[config.mk]
export PLATFORM = sky130hd
export DESIGN_NAME = dsl_link_codec
export DESIGN_NICKNAME = d
export VERILOG_FILES = /design/src/rtl/dsl_pkg.sv /design/src/rtl/dsl_prescaler.sv /design/src/rtl/dsl_tx_shift.sv /design/src/rtl/dsl_rx_decode.sv /design/src/rtl/dsl_link_codec.sv
export SDC_FILE = /design/constraint.sdc
export NUM_CORES = 1
export LEC_CHECK = 0
export CORE_MARGIN = 4
export CORE_UTILIZATION = 31
export DETAILED_ROUTE_END_ITERATION = 7
export DONT_BUFFER_PORTS = 1
export SLEW_MARGIN = 20
export SYNTH_ARGS = -nofsm -noshare
export SYNTH_HDL_FRONTEND = slang
export SYNTH_SLANG_ARGS = --single-unit
[constraint.sdc]
create_clock -name clk -period 3.7 [get_ports clk]
set_input_delay 1.11 -clock clk [delete_from_list [all_inputs] [get_ports clk]]
set_output_delay 1.11 -clock clk [all_outputs]
set_load 0.1 [all_outputs]
[src/rtl/dsl_pkg.sv]
package dsl_pkg;
   localparam int unsigned DATA_BITS = 8;
   localparam int unsigned CTRL_BITS = 2;

   typedef enum logic [CTRL_BITS-1:0] {
      CTRL_FCT = 2'b00,
      CTRL_EOP = 2'b01,
      CTRL_EEP = 2'b10,
      CTRL_ESC = 2'b11
   } ctrl_code_e;

   typedef enum logic [1:0] {
      RX_PAR  = 2'd0,
      RX_FLAG = 2'd1,
      RX_PAY  = 2'd2
   } rx_phase_e;
endpackage

[src/rtl/dsl_prescaler.sv]
module dsl_prescaler #(
   parameter int unsigned DIV_R0 = 2,
   parameter int unsigned DIV_R1 = 4,
   parameter int unsigned DIV_R2 = 20,
   parameter int unsigned DIV_R3 = 40
) (
   input  logic       clk,
   input  logic       rst_n,
   input  logic [1:0] rate_sel,
   output logic       tick
);
   localparam int unsigned M01  = (DIV_R0 > DIV_R1) ? DIV_R0 : DIV_R1;
   localparam int unsigned M23  = (DIV_R2 > DIV_R3) ? DIV_R2 : DIV_R3;
   localparam int unsigned DMAX = (M01 > M23) ? M01 : M23;
   localparam int unsigned CW   = $clog2(DMAX);
   localparam logic [CW-1:0] RELOAD [4] = '{CW'(DIV_R0 - 1), CW'(DIV_R1 - 1),
                                            CW'(DIV_R2 - 1), CW'(DIV_R3 - 1)};

   generate
      if (DIV_R0 < 2 || DIV_R1 < 2 || DIV_R2 < 2 || DIV_R3 < 2) begin : g_bad_div
         $error("dsl_prescaler: every divisor must be at least 2");
      end
   endgenerate

   logic [CW-1:0] cnt;

   always_ff @(posedge clk or negedge rst_n) begin
      if (!rst_n) begin
         cnt <= '0;
      end else if (cnt == '0) begin
         cnt <= RELOAD[rate_sel];
      end else begin
         cnt <= cnt - 1'b1;
      end
   end

   assign tick = (cnt == '0);

   // ticks are never adjacent, so every bit lasts at least two cycles
   p_tick_gap_r7: assert property (@(posedge clk) disable iff (!rst_n)
      tick |=> !tick);
endmodule

[src/rtl/dsl_tx_shift.sv]
module dsl_tx_shift
   import dsl_pkg::*;
#(
   parameter int unsigned DW = DATA_BITS
) (
   input  logic          clk,
   input  logic          rst_n,
   input  logic          tick,
   input  logic          ld,
   input  logic          ld_ctrl,
   input  logic [DW-1:0] ld_bits,
   output logic          empty,
   output logic          d_out,
   output logic          s_out
);
   localparam int unsigned CB   = CTRL_BITS;
   localparam int unsigned SW   = DW + 2;
   localparam int unsigned CNTW = $clog2(SW + 1);

   generate
      if (DW < CB) begin : g_bad_width
         $error("dsl_tx_shift: payload narrower than a control code");
      end
   endgenerate

   logic [SW-1:0]   sh;
   logic [CNTW-1:0] cnt;
   logic            prev_par;
   logic [SW-1:0]   frame;
   logic            par_bit;
   logic            pay_par;

   always_comb begin
      pay_par = ld_ctrl ? ^ld_bits[CB-1:0] : ^ld_bits;
      par_bit = ~(prev_par ^ ld_ctrl);
      frame   = '0;
      if (ld_ctrl) begin
         frame[CB+1:0] = {ld_bits[CB-1:0], 1'b1, par_bit};
      end else begin
         frame = {ld_bits, 1'b0, par_bit};
      end
   end

   always_ff @(posedge clk or negedge rst_n) begin
      if (!rst_n) begin
         sh       <= '0;
         cnt      <= '0;
         prev_par <= 1'b0;
         d_out    <= 1'b0;
         s_out    <= 1'b0;
      end else if (ld) begin
         sh       <= frame;
         cnt      <= ld_ctrl ? CNTW'(CB + 2) : CNTW'(SW);
         prev_par <= pay_par;
      end else if (tick && cnt != '0) begin
         d_out <= sh[0];
         s_out <= s_out ^ ~(sh[0] ^ d_out);
         sh    <= sh >> 1;
         cnt   <= cnt - 1'b1;
      end
   end

   assign empty = (cnt == '0);

   // the two lines never change in the same cycle
   p_one_line_r2: assert property (@(posedge clk) disable iff (!rst_n)
      !((d_out != $past(d_out)) && (s_out != $past(s_out))));

   // a loaded character makes the shifter busy on the next cycle
   p_busy_after_load_r8: assert property (@(posedge clk) disable iff (!rst_n)
      ld |=> !empty);
endmodule

[src/rtl/dsl_rx_decode.sv]
module dsl_rx_decode
   import dsl_pkg::*;
#(
   parameter int unsigned DW   = DATA_BITS,
   parameter int unsigned SYNC = 2
) (
   input  logic        clk,
   input  logic        rst_n,
   input  logic        d_in,
   input  logic        s_in,
   output logic        rx_valid,
   output logic [DW:0] rx_word,
   output logic        rx_fct,
   output logic        par_err
);
   localparam int unsigned CB = CTRL_BITS;
   localparam int unsigned LW = $clog2(DW + 1);

   logic d_sy, s_sy;

   generate
      if (SYNC > 4) begin : g_bad_sync
         $error("dsl_rx_decode: at most four synchroniser stages");
      end
      if (SYNC == 0) begin : g_nosync
         assign d_sy = d_in;
         assign s_sy = s_in;
      end else begin : g_sync
         logic [SYNC-1:0] dq, sq;
         always_ff @(posedge clk or negedge rst_n) begin
            if (!rst_n) begin
               dq <= '0;
               sq <= '0;
            end else begin
               dq <= SYNC'({dq, d_in});
               sq <= SYNC'({sq, s_in});
            end
         end
         assign d_sy = dq[SYNC-1];
         assign s_sy = sq[SYNC-1];
      end
   endgenerate

   rx_phase_e       ph;
   logic            x_prev;
   logic            p_q;
   logic            f_q;
   logic            prev_par;
   logic [DW-1:0]   pay;
   logic [LW-1:0]   left;
   logic            evt;
   logic [DW-1:0]   next_pay;
   logic [CB-1:0]   code;

   assign evt      = ((d_sy ^ s_sy) != x_prev);
   assign next_pay = {d_sy, pay[DW-1:1]};
   assign code     = next_pay[DW-1 -: CB];

   always_ff @(posedge clk or negedge rst_n) begin
      if (!rst_n) begin
         ph       <= RX_PAR;
         x_prev   <= 1'b0;
         p_q      <= 1'b0;
         f_q      <= 1'b0;
         prev_par <= 1'b0;
         pay      <= '0;
         left     <= '0;
         rx_valid <= 1'b0;
         rx_word  <= '0;
         rx_fct   <= 1'b0;
         par_err  <= 1'b0;
      end else begin
         rx_valid <= 1'b0;
         rx_fct   <= 1'b0;
         x_prev   <= d_sy ^ s_sy;
         if (evt && !par_err) begin
            case (ph)
               RX_PAR: begin
                  p_q <= d_sy;
                  ph  <= RX_FLAG;
               end
               RX_FLAG: begin
                  if ((p_q ^ d_sy ^ prev_par) == 1'b0) begin
                     par_err <= 1'b1;
                     ph      <= RX_PAR;
                  end else begin
                     f_q  <= d_sy;
                     left <= d_sy ? LW'(CB) : LW'(DW);
                     pay  <= '0;
                     ph   <= RX_PAY;
                  end
               end
               default: begin
                  pay  <= next_pay;
                  left <= left - 1'b1;
                  if (left == LW'(1)) begin
                     ph <= RX_PAR;
                     if (!f_q) begin
                        prev_par <= ^next_pay;
                        rx_valid <= 1'b1;
                        rx_word  <= {1'b0, next_pay};
                     end else begin
                        prev_par <= ^code;
                        case (ctrl_code_e'(code))
                           CTRL_FCT: rx_fct <= 1'b1;
                           CTRL_EOP: begin
                              rx_valid <= 1'b1;
                              rx_word  <= {1'b1, {DW{1'b0}}};
                           end
                           CTRL_EEP: begin
                              rx_valid <= 1'b1;
                              rx_word  <= {1'b1, {(DW-1){1'b0}}, 1'b1};
                           end
                           default: ;
                        endcase
                     end
                  end
               end
            endcase
         end
      end
   end

   // a parity error stays latched until reset
   p_err_sticky_r10: assert property (@(posedge clk) disable iff (!rst_n)
      par_err |=> par_err);

   // nothing is delivered while the error is latched
   p_quiet_after_err_r10: assert property (@(posedge clk) disable iff (!rst_n)
      par_err |-> (!rx_valid && !rx_fct));

   // one result kind per cycle
   p_one_result_r9: assert property (@(posedge clk) disable iff (!rst_n)
      !(rx_valid && rx_fct));
endmodule

[src/rtl/dsl_link_codec.sv]
module dsl_link_codec
   import dsl_pkg::*;
#(
   parameter int unsigned DIV_R0      = 2,
   parameter int unsigned DIV_R1      = 4,
   parameter int unsigned DIV_R2      = 20,
   parameter int unsigned DIV_R3      = 40,
   parameter int unsigned SYNC_STAGES = 2
) (
   input  logic                 clk,
   input  logic                 rst_n,
   input  logic [1:0]           rate_sel,
   input  logic                 tx_valid,
   output logic                 tx_ready,
   input  logic [DATA_BITS:0]   tx_word,
   input  logic                 fct_req,
   output logic                 fct_ready,
   output logic                 tx_d,
   output logic                 tx_s,
   input  logic                 rx_d,
   input  logic                 rx_s,
   output logic                 rx_valid,
   output logic [DATA_BITS:0]   rx_word,
   output logic                 rx_fct,
   output logic                 rx_par_err
);
   localparam int unsigned DW = DATA_BITS;
   localparam int unsigned CB = CTRL_BITS;

   logic          tick;
   logic          empty;
   logic          ld;
   logic          ld_ctrl;
   logic [DW-1:0] ld_bits;

   dsl_prescaler #(
      .DIV_R0 (DIV_R0),
      .DIV_R1 (DIV_R1),
      .DIV_R2 (DIV_R2),
      .DIV_R3 (DIV_R3)
   ) presc_i (
      .clk      (clk),
      .rst_n    (rst_n),
      .rate_sel (rate_sel),
      .tick     (tick)
   );

   always_comb begin
      ld      = empty && (fct_req || tx_valid);
      ld_ctrl = fct_req || tx_word[DW];
      ld_bits = '0;
      if (fct_req) begin
         ld_bits[CB-1:0] = CTRL_FCT;
      end else if (tx_word[DW]) begin
         ld_bits[CB-1:0] = tx_word[0] ? CTRL_EEP : CTRL_EOP;
      end else begin
         ld_bits = tx_word[DW-1:0];
      end
   end

   assign fct_ready = empty;
   assign tx_ready  = empty && !fct_req;

   dsl_tx_shift #(
      .DW (DW)
   ) shift_i (
      .clk     (clk),
      .rst_n   (rst_n),
      .tick    (tick),
      .ld      (ld),
      .ld_ctrl (ld_ctrl),
      .ld_bits (ld_bits),
      .empty   (empty),
      .d_out   (tx_d),
      .s_out   (tx_s)
   );

   dsl_rx_decode #(
      .DW   (DW),
      .SYNC (SYNC_STAGES)
   ) rx_i (
      .clk      (clk),
      .rst_n    (rst_n),
      .d_in     (rx_d),
      .s_in     (rx_s),
      .rx_valid (rx_valid),
      .rx_word  (rx_word),
      .rx_fct   (rx_fct),
      .par_err  (rx_par_err)
   );
endmodule

Word-level counts from Yosys, hierarchy flattened --
Cells that the tools add are included.
Operators by class: reductions and logical operators 29, add/sub/neg operators 3, eq/ne operators 7, mux-type cells 38, bitwise logic cells 13, $mul 0, shifts and indexed selects 0, $lt $le $gt $ge 1, divide/modulo/power cells 0
Operators with widths (count):
- $mux 6 | 6
- $mux 10 | 2
- $mux 4 | 5
- $pmux 9 s2 | 1
- $pmux 8 s2 | 1
- $reduce_xor 8->1 | 2
- $bmux 6 s2 | 1
- $mux 1 | 12
- $mux 2 | 6
- $reduce_and 3->1 | 4
- $mux 9 | 1
- $mux 8 | 1
- $pmux 4 s2 | 1
- $sub 4x1->4 const B | 2
- $logic_not 6->1 | 1
- $not 1->1 | 6
- $reduce_and 2->1 | 3
- $sub 6x1->6 const B | 1
- $xor 1x1->1 | 6
- $eq 2x1->1 const B | 2
- $eq 4x1->1 const B | 1
- $logic_and 1x1->1 | 4
- $logic_not 2->1 | 2
- $logic_not 4->1 | 1
- other kinds (15) | 19
Word-level totals: memories 0, register bits after elaboration 57, RAM bits 0, ROM bits 0, input port bits 17, bits in latches 0, word-level logic and storage cells 110, output and inout port bits 16

Depth between registers and ports, before layout --
depth in word-level cells 7, gate-level depth with buffers 9

Cells and area by module --
From an unflattened synthesis, not the netlist that was laid out.
Unflattened totals: cell total of the unflattened synthesis 266, area total of the unflattened synthesis 2860.2 um2
Modules (own cells, without submodules):
- dsl_rx_decode | instances 1, seq. area each 825.8 um2, cells an instance 130, area an instance 1515.2 um2
- dsl_tx_shift | instances 1, seq. area each 425.4 um2, cells an instance 89, area an instance 922.1 um2
- dsl_prescaler | instances 1, seq. area each 150.1 um2, cells an instance 33, area an instance 335.3 um2
- dsl_link_codec | instances 1, seq. area each 0.0 um2, cells an instance 14, area an instance 87.6 um2

Worst setup path after synthesis --
No wires, ideal clock.
path kind input port to output port, from input fct_req, to output tx_ready, data required time 2.590 ns, arrival 2.546 ns, path slack 0.044 ns, stages 2, path buffers 1, cell sequence clkbuf_1 nor2_1
Between the ends: cells in the longest elaborated chain, start to end 2
Ends and longest elaborated chain:
- start: declaration | RTL line dsl_link_codec.sv:16 | input logic fct_req,
- $logic_not 1->1 | RTL line dsl_link_codec.sv:62 | assign tx_ready = empty && !fct_req;
- $logic_and 1x1->1 | RTL line dsl_link_codec.sv:62
- end: declaration | RTL line dsl_link_codec.sv:14 | output logic tx_ready,
Every way passes these cells.

Worst setup path after layout --
from register shift_i.cnt[0], to output tx_ready
Between the ends: cells in the longest elaborated chain, start to end 2
Ends and longest elaborated chain:
- start: declaration | RTL line dsl_tx_shift.sv:27 | logic [CNTW-1:0] cnt;
- start signal: assignment | RTL line dsl_tx_shift.sv:53 | cnt <= ld_ctrl ? CNTW'(CB + 2) : CNTW'(SW);
- start signal: assignment | RTL line dsl_tx_shift.sv:59 | cnt <= cnt - 1'b1;
- $logic_not 4->1 | RTL line dsl_tx_shift.sv:63 | assign empty = (cnt == '0);
- $logic_and 1x1->1 | RTL line dsl_link_codec.sv:62
Every way passes these cells.

==> impl_metrics.env <==
export IMPL_antenna_cells=0
export IMPL_htree_levels=2
export IMPL_port_buffers=0
export IMPL_synth_compound_area_frac=0.1580
export IMPL_clock_path_buffers=2
export IMPL_place_area_um2=2795
export IMPL_p_leak_nw=1.341
export IMPL_first_global_vias=1723
export IMPL_tritoncts="done"
export IMPL_start_util=0.3237
export IMPL_die_area_um2=10270
export IMPL_max_freq_mhz=343.6
export IMPL_drtPass1Iterations=4
export IMPL_crit_arrival_ps=1800
export IMPL_tightest_slew_ps=1133
export IMPL_fillers=818
export IMPL_cts_root_buf="clkbuf_8"
export IMPL_period_needed_ps=2911
export IMPL_power_density_nw_per_um2=708.9
export IMPL_critPathLaunchType="flip-flop"
export IMPL_ir_drop_v=0.0002025
export IMPL_synthesis_nets=260
export IMPL_clk_latency_ps=300
export IMPL_cp_cell_sequence="inv_1 > ha_1 > or3b_2 > nor2_2 > buf_4"
export IMPL_cts_sinks=56
export IMPL_viasPerCell=5.003
export IMPL_yosys_area_share_simple=0.1205
export IMPL_dpl_hpwl_um=3582
export IMPL_cts_resized=0
export IMPL_drv_slew=0
export IMPL_grt_pass1_wl_um=8590
export IMPL_critPathMaxFanout=4
export IMPL_ios=33
export IMPL_worstPathRequired_ps=2590
export IMPL_path_buf_inv=2
export IMPL_post_synth_num_cell_types=44
export IMPL_synthCells=236
export IMPL_hold_buffers=0
export IMPL_ant_nets=0
export IMPL_cap_violations=0
export IMPL_crit_path_end_kind="output pin"
export IMPL_nNetsFinal=262
export IMPL_synthToLayoutAreaGrowth_pct=6.812
export IMPL_synth_xor_area_share=0.09129
export IMPL_ys_warn_count=0
export IMPL_place_congestion=0.7468
export IMPL_hold_viol=0
export IMPL_synth_top_flop_cell="dfrtp_1"
export IMPL_grt_max_degree=57
export IMPL_outcome="complete, no violations"
export IMPL_crit_path_max_incr_delay_ps=490
export IMPL_drtIter0Drc=64
export IMPL_synthArstFlopShare=1.000
export IMPL_syn_cell_area_um2=2700
export IMPL_finalNonFillerCells=344
export IMPL_synth_top_family_by_area="compound AO/OA/AOI/OAI gates"
export IMPL_path_delay_family="simple AND/OR/NAND/NOR gates"
export IMPL_final_area_um2=2884
export IMPL_post_cts_setup_buffer_count=0
export IMPL_vias=1721
export IMPL_regArea_um2=1401
export IMPL_track_usage=0.1051
export IMPL_synth_edf_count=0
export IMPL_multiInputGateArea_um2=1180
export IMPL_core_area_um2=8341
export IMPL_drc=0
export IMPL_cp_slowest_cell="or3b_2"
export IMPL_synthMuxAreaShare=0.03383
export IMPL_synth_seq_area_share=0.5190
export IMPL_synth_avg_cell_area_um2=11.44
export IMPL_numCtsBuffers=5
export IMPL_wire_per_inst_um=14.41
export IMPL_hold_path_class="flip-flop to flip-flop"
export IMPL_fin_setup_tns_ps=0
export IMPL_rsz0062_at_grt="false"
export IMPL_num_rows=33
export IMPL_finalPower_w=0.002045
export IMPL_grt_remaining_overflow=0
export IMPL_dp_cells=336
export IMPL_wl_um=4956
export IMPL_post_route_util=0.3458
export IMPL_finalSetupViolCount=0
export IMPL_ys_seq_elements=56
export IMPL_synth_fa_ha_area_frac=0.03244
export IMPL_critPathKind="flip-flop to output pin"
export IMPL_max_slew_margin=0.2447
export IMPL_skew_ps=7.333
export IMPL_antenna_found_initial=0
export IMPL_die_w_um=101.3
export IMPL_drive_above_1_share=0.1548
export IMPL_finalCritPeriodShare=0.7867
export IMPL_dieHeight_um=101.3
export IMPL_cts_clk_slew_worst_paths_ps=100
-- metal layers --
layer,vias up,track usage,share of wire
met3,5,0.03650,0.062
met1,843,0.1367,0.48
met2,34,0.1615,0.44
met4,0,0.03988,0.016
met5,-,0,0
li1,839,-,-
-- synth_stat cells (2+ instances only) --
library cell,instances,area share
a211o_1,3,0.0097
nor2b_1,2,0.0046
xor2_1,7,0.023
inv_1,16,0.022
xnor3_1,2,0.017
buf_6,4,0.017
or2_1,2,0.0046
nand2b_1,3,0.0070
a222oi_1,5,0.019
a22o_2,13,0.048
mux2_2,5,0.021
and3_1,2,0.0046
clkbuf_1,3,0.0042
xnor2_1,16,0.052
o21ai_0,6,0.011
nand2_1,10,0.014
a21o_1,2,0.0056
nor3b_1,2,0.0056
ha_1,7,0.032
a21oi_1,10,0.019
nor2_1,19,0.026
nand3_1,4,0.0074
or3b_2,2,0.0065
dfrtp_1,56,0.52
nor3_1,12,0.022
a22o_1,2,0.0065
mux2i_1,2,0.0074
a221o_1,3,0.011
-- placed cells by master (no fill, tap or decap), drive strengths merged, types with 2 or more instances in the layout --
master / netlist / final
dfrtp: 56 / 56
nor2: 19 / 19
inv: 16 / 16
xnor2: 16 / 16
a22o: 15 / 15
nor3: 12 / 12
nand2: 10 / 10
a21oi: 10 / 10
o21ai: 8 / 8
xor2: 7 / 7
ha: 7 / 7
mux2: 6 / 6
clkbuf: 3 / 6
a222oi: 5 / 5
nand3: 4 / 4
a211o: 3 / 3
nand2b: 3 / 3
a221o: 3 / 3
buf: 5 / 3
nor3b: 3 / 3
and3: 3 / 3
or3b: 2 / 2
nor2b: 2 / 2
xnor3: 2 / 2
or2: 2 / 2
mux2i: 2 / 2
a21o: 2 / 2
and2: 2 / 2
-- final cells by class --
| cell class | instances | share of cell area |
|---|---|---|
| Inverter | 16 | 0.02082 |
| Tap cell | 105 | 0.04555 |
| Multi-Input combinational cell | 156 | 0.4091 |
| Sequential cell | 56 | 0.4859 |
| Clock buffer | 6 | 0.02516 |
| Clock inverter | 2 | 0.005640 |
| Timing Repair Buffer | 3 | 0.007809 |
-- through the flow --
stage / hold WS, ps / worst slack, ps
after floorplan: 331.2 / 44.36
after global placement: 334.2 / 1114
after detailed placement: 337.9 / 1114
after CTS: 362.9 / 771.0
after global routing: 373.7 / 700.7
final: 359.3 / 789.3
-- sequential cells by signal, summed over array words and instances (netlist names), 2 cells and up --
register        cells
shift_i.sh         10
rx_i.rx_word        9
rx_i.pay            7
presc_i.cnt         6
rx_i.left           4
shift_i.cnt         4
rx_i.g_sync.dq      2
rx_i.g_sync.sq      2
rx_i.ph             2
-- power by group --
part	internal (W)	leakage (nW)	switching, W
combinational	0.000306	0.596	0.000257
clock	0.000135	0.0414	0.000196
sequential	0.000786	0.703	0.000365
-- kinds of logic after synthesis --
group,count (synthesis)
AND/OR/NAND/NOR,63
flip-flops,56
AO/OA/AOI/OAI,53
XOR/XNOR,25
buffers and inverters,24
multiplexers,8
adder cells (fa/ha/maj),7
-- final timing paths --
kind | cells past startpoint | startpoint | slack, ps | to
min in group asynchronous | 0 | rst_n | 490 | rx_i.rx_word[4]$_DFFE_PN0P_
worst min-delay path | 0 | rx_i.g_sync.dq[0]$_DFF_PN0_ | 360 | rx_i.g_sync.dq[1]$_DFF_PN0_
worst max register to register | 9 | shift_i.cnt[0]$_DFFE_PN0P_ | 1190 | shift_i.sh[4]$_DFFE_PN0P_
worst max-delay path | 5 | shift_i.cnt[0]$_DFFE_PN0P_ | 790 | tx_ready
worst min register to register | 0 | rx_i.g_sync.dq[0]$_DFF_PN0_ | 360 | rx_i.g_sync.dq[1]$_DFF_PN0_
max in group asynchronous | 0 | rst_n | 3100 | shift_i.s_out$_DFFE_PN0P_
Power figures use the tool's default switching activity.
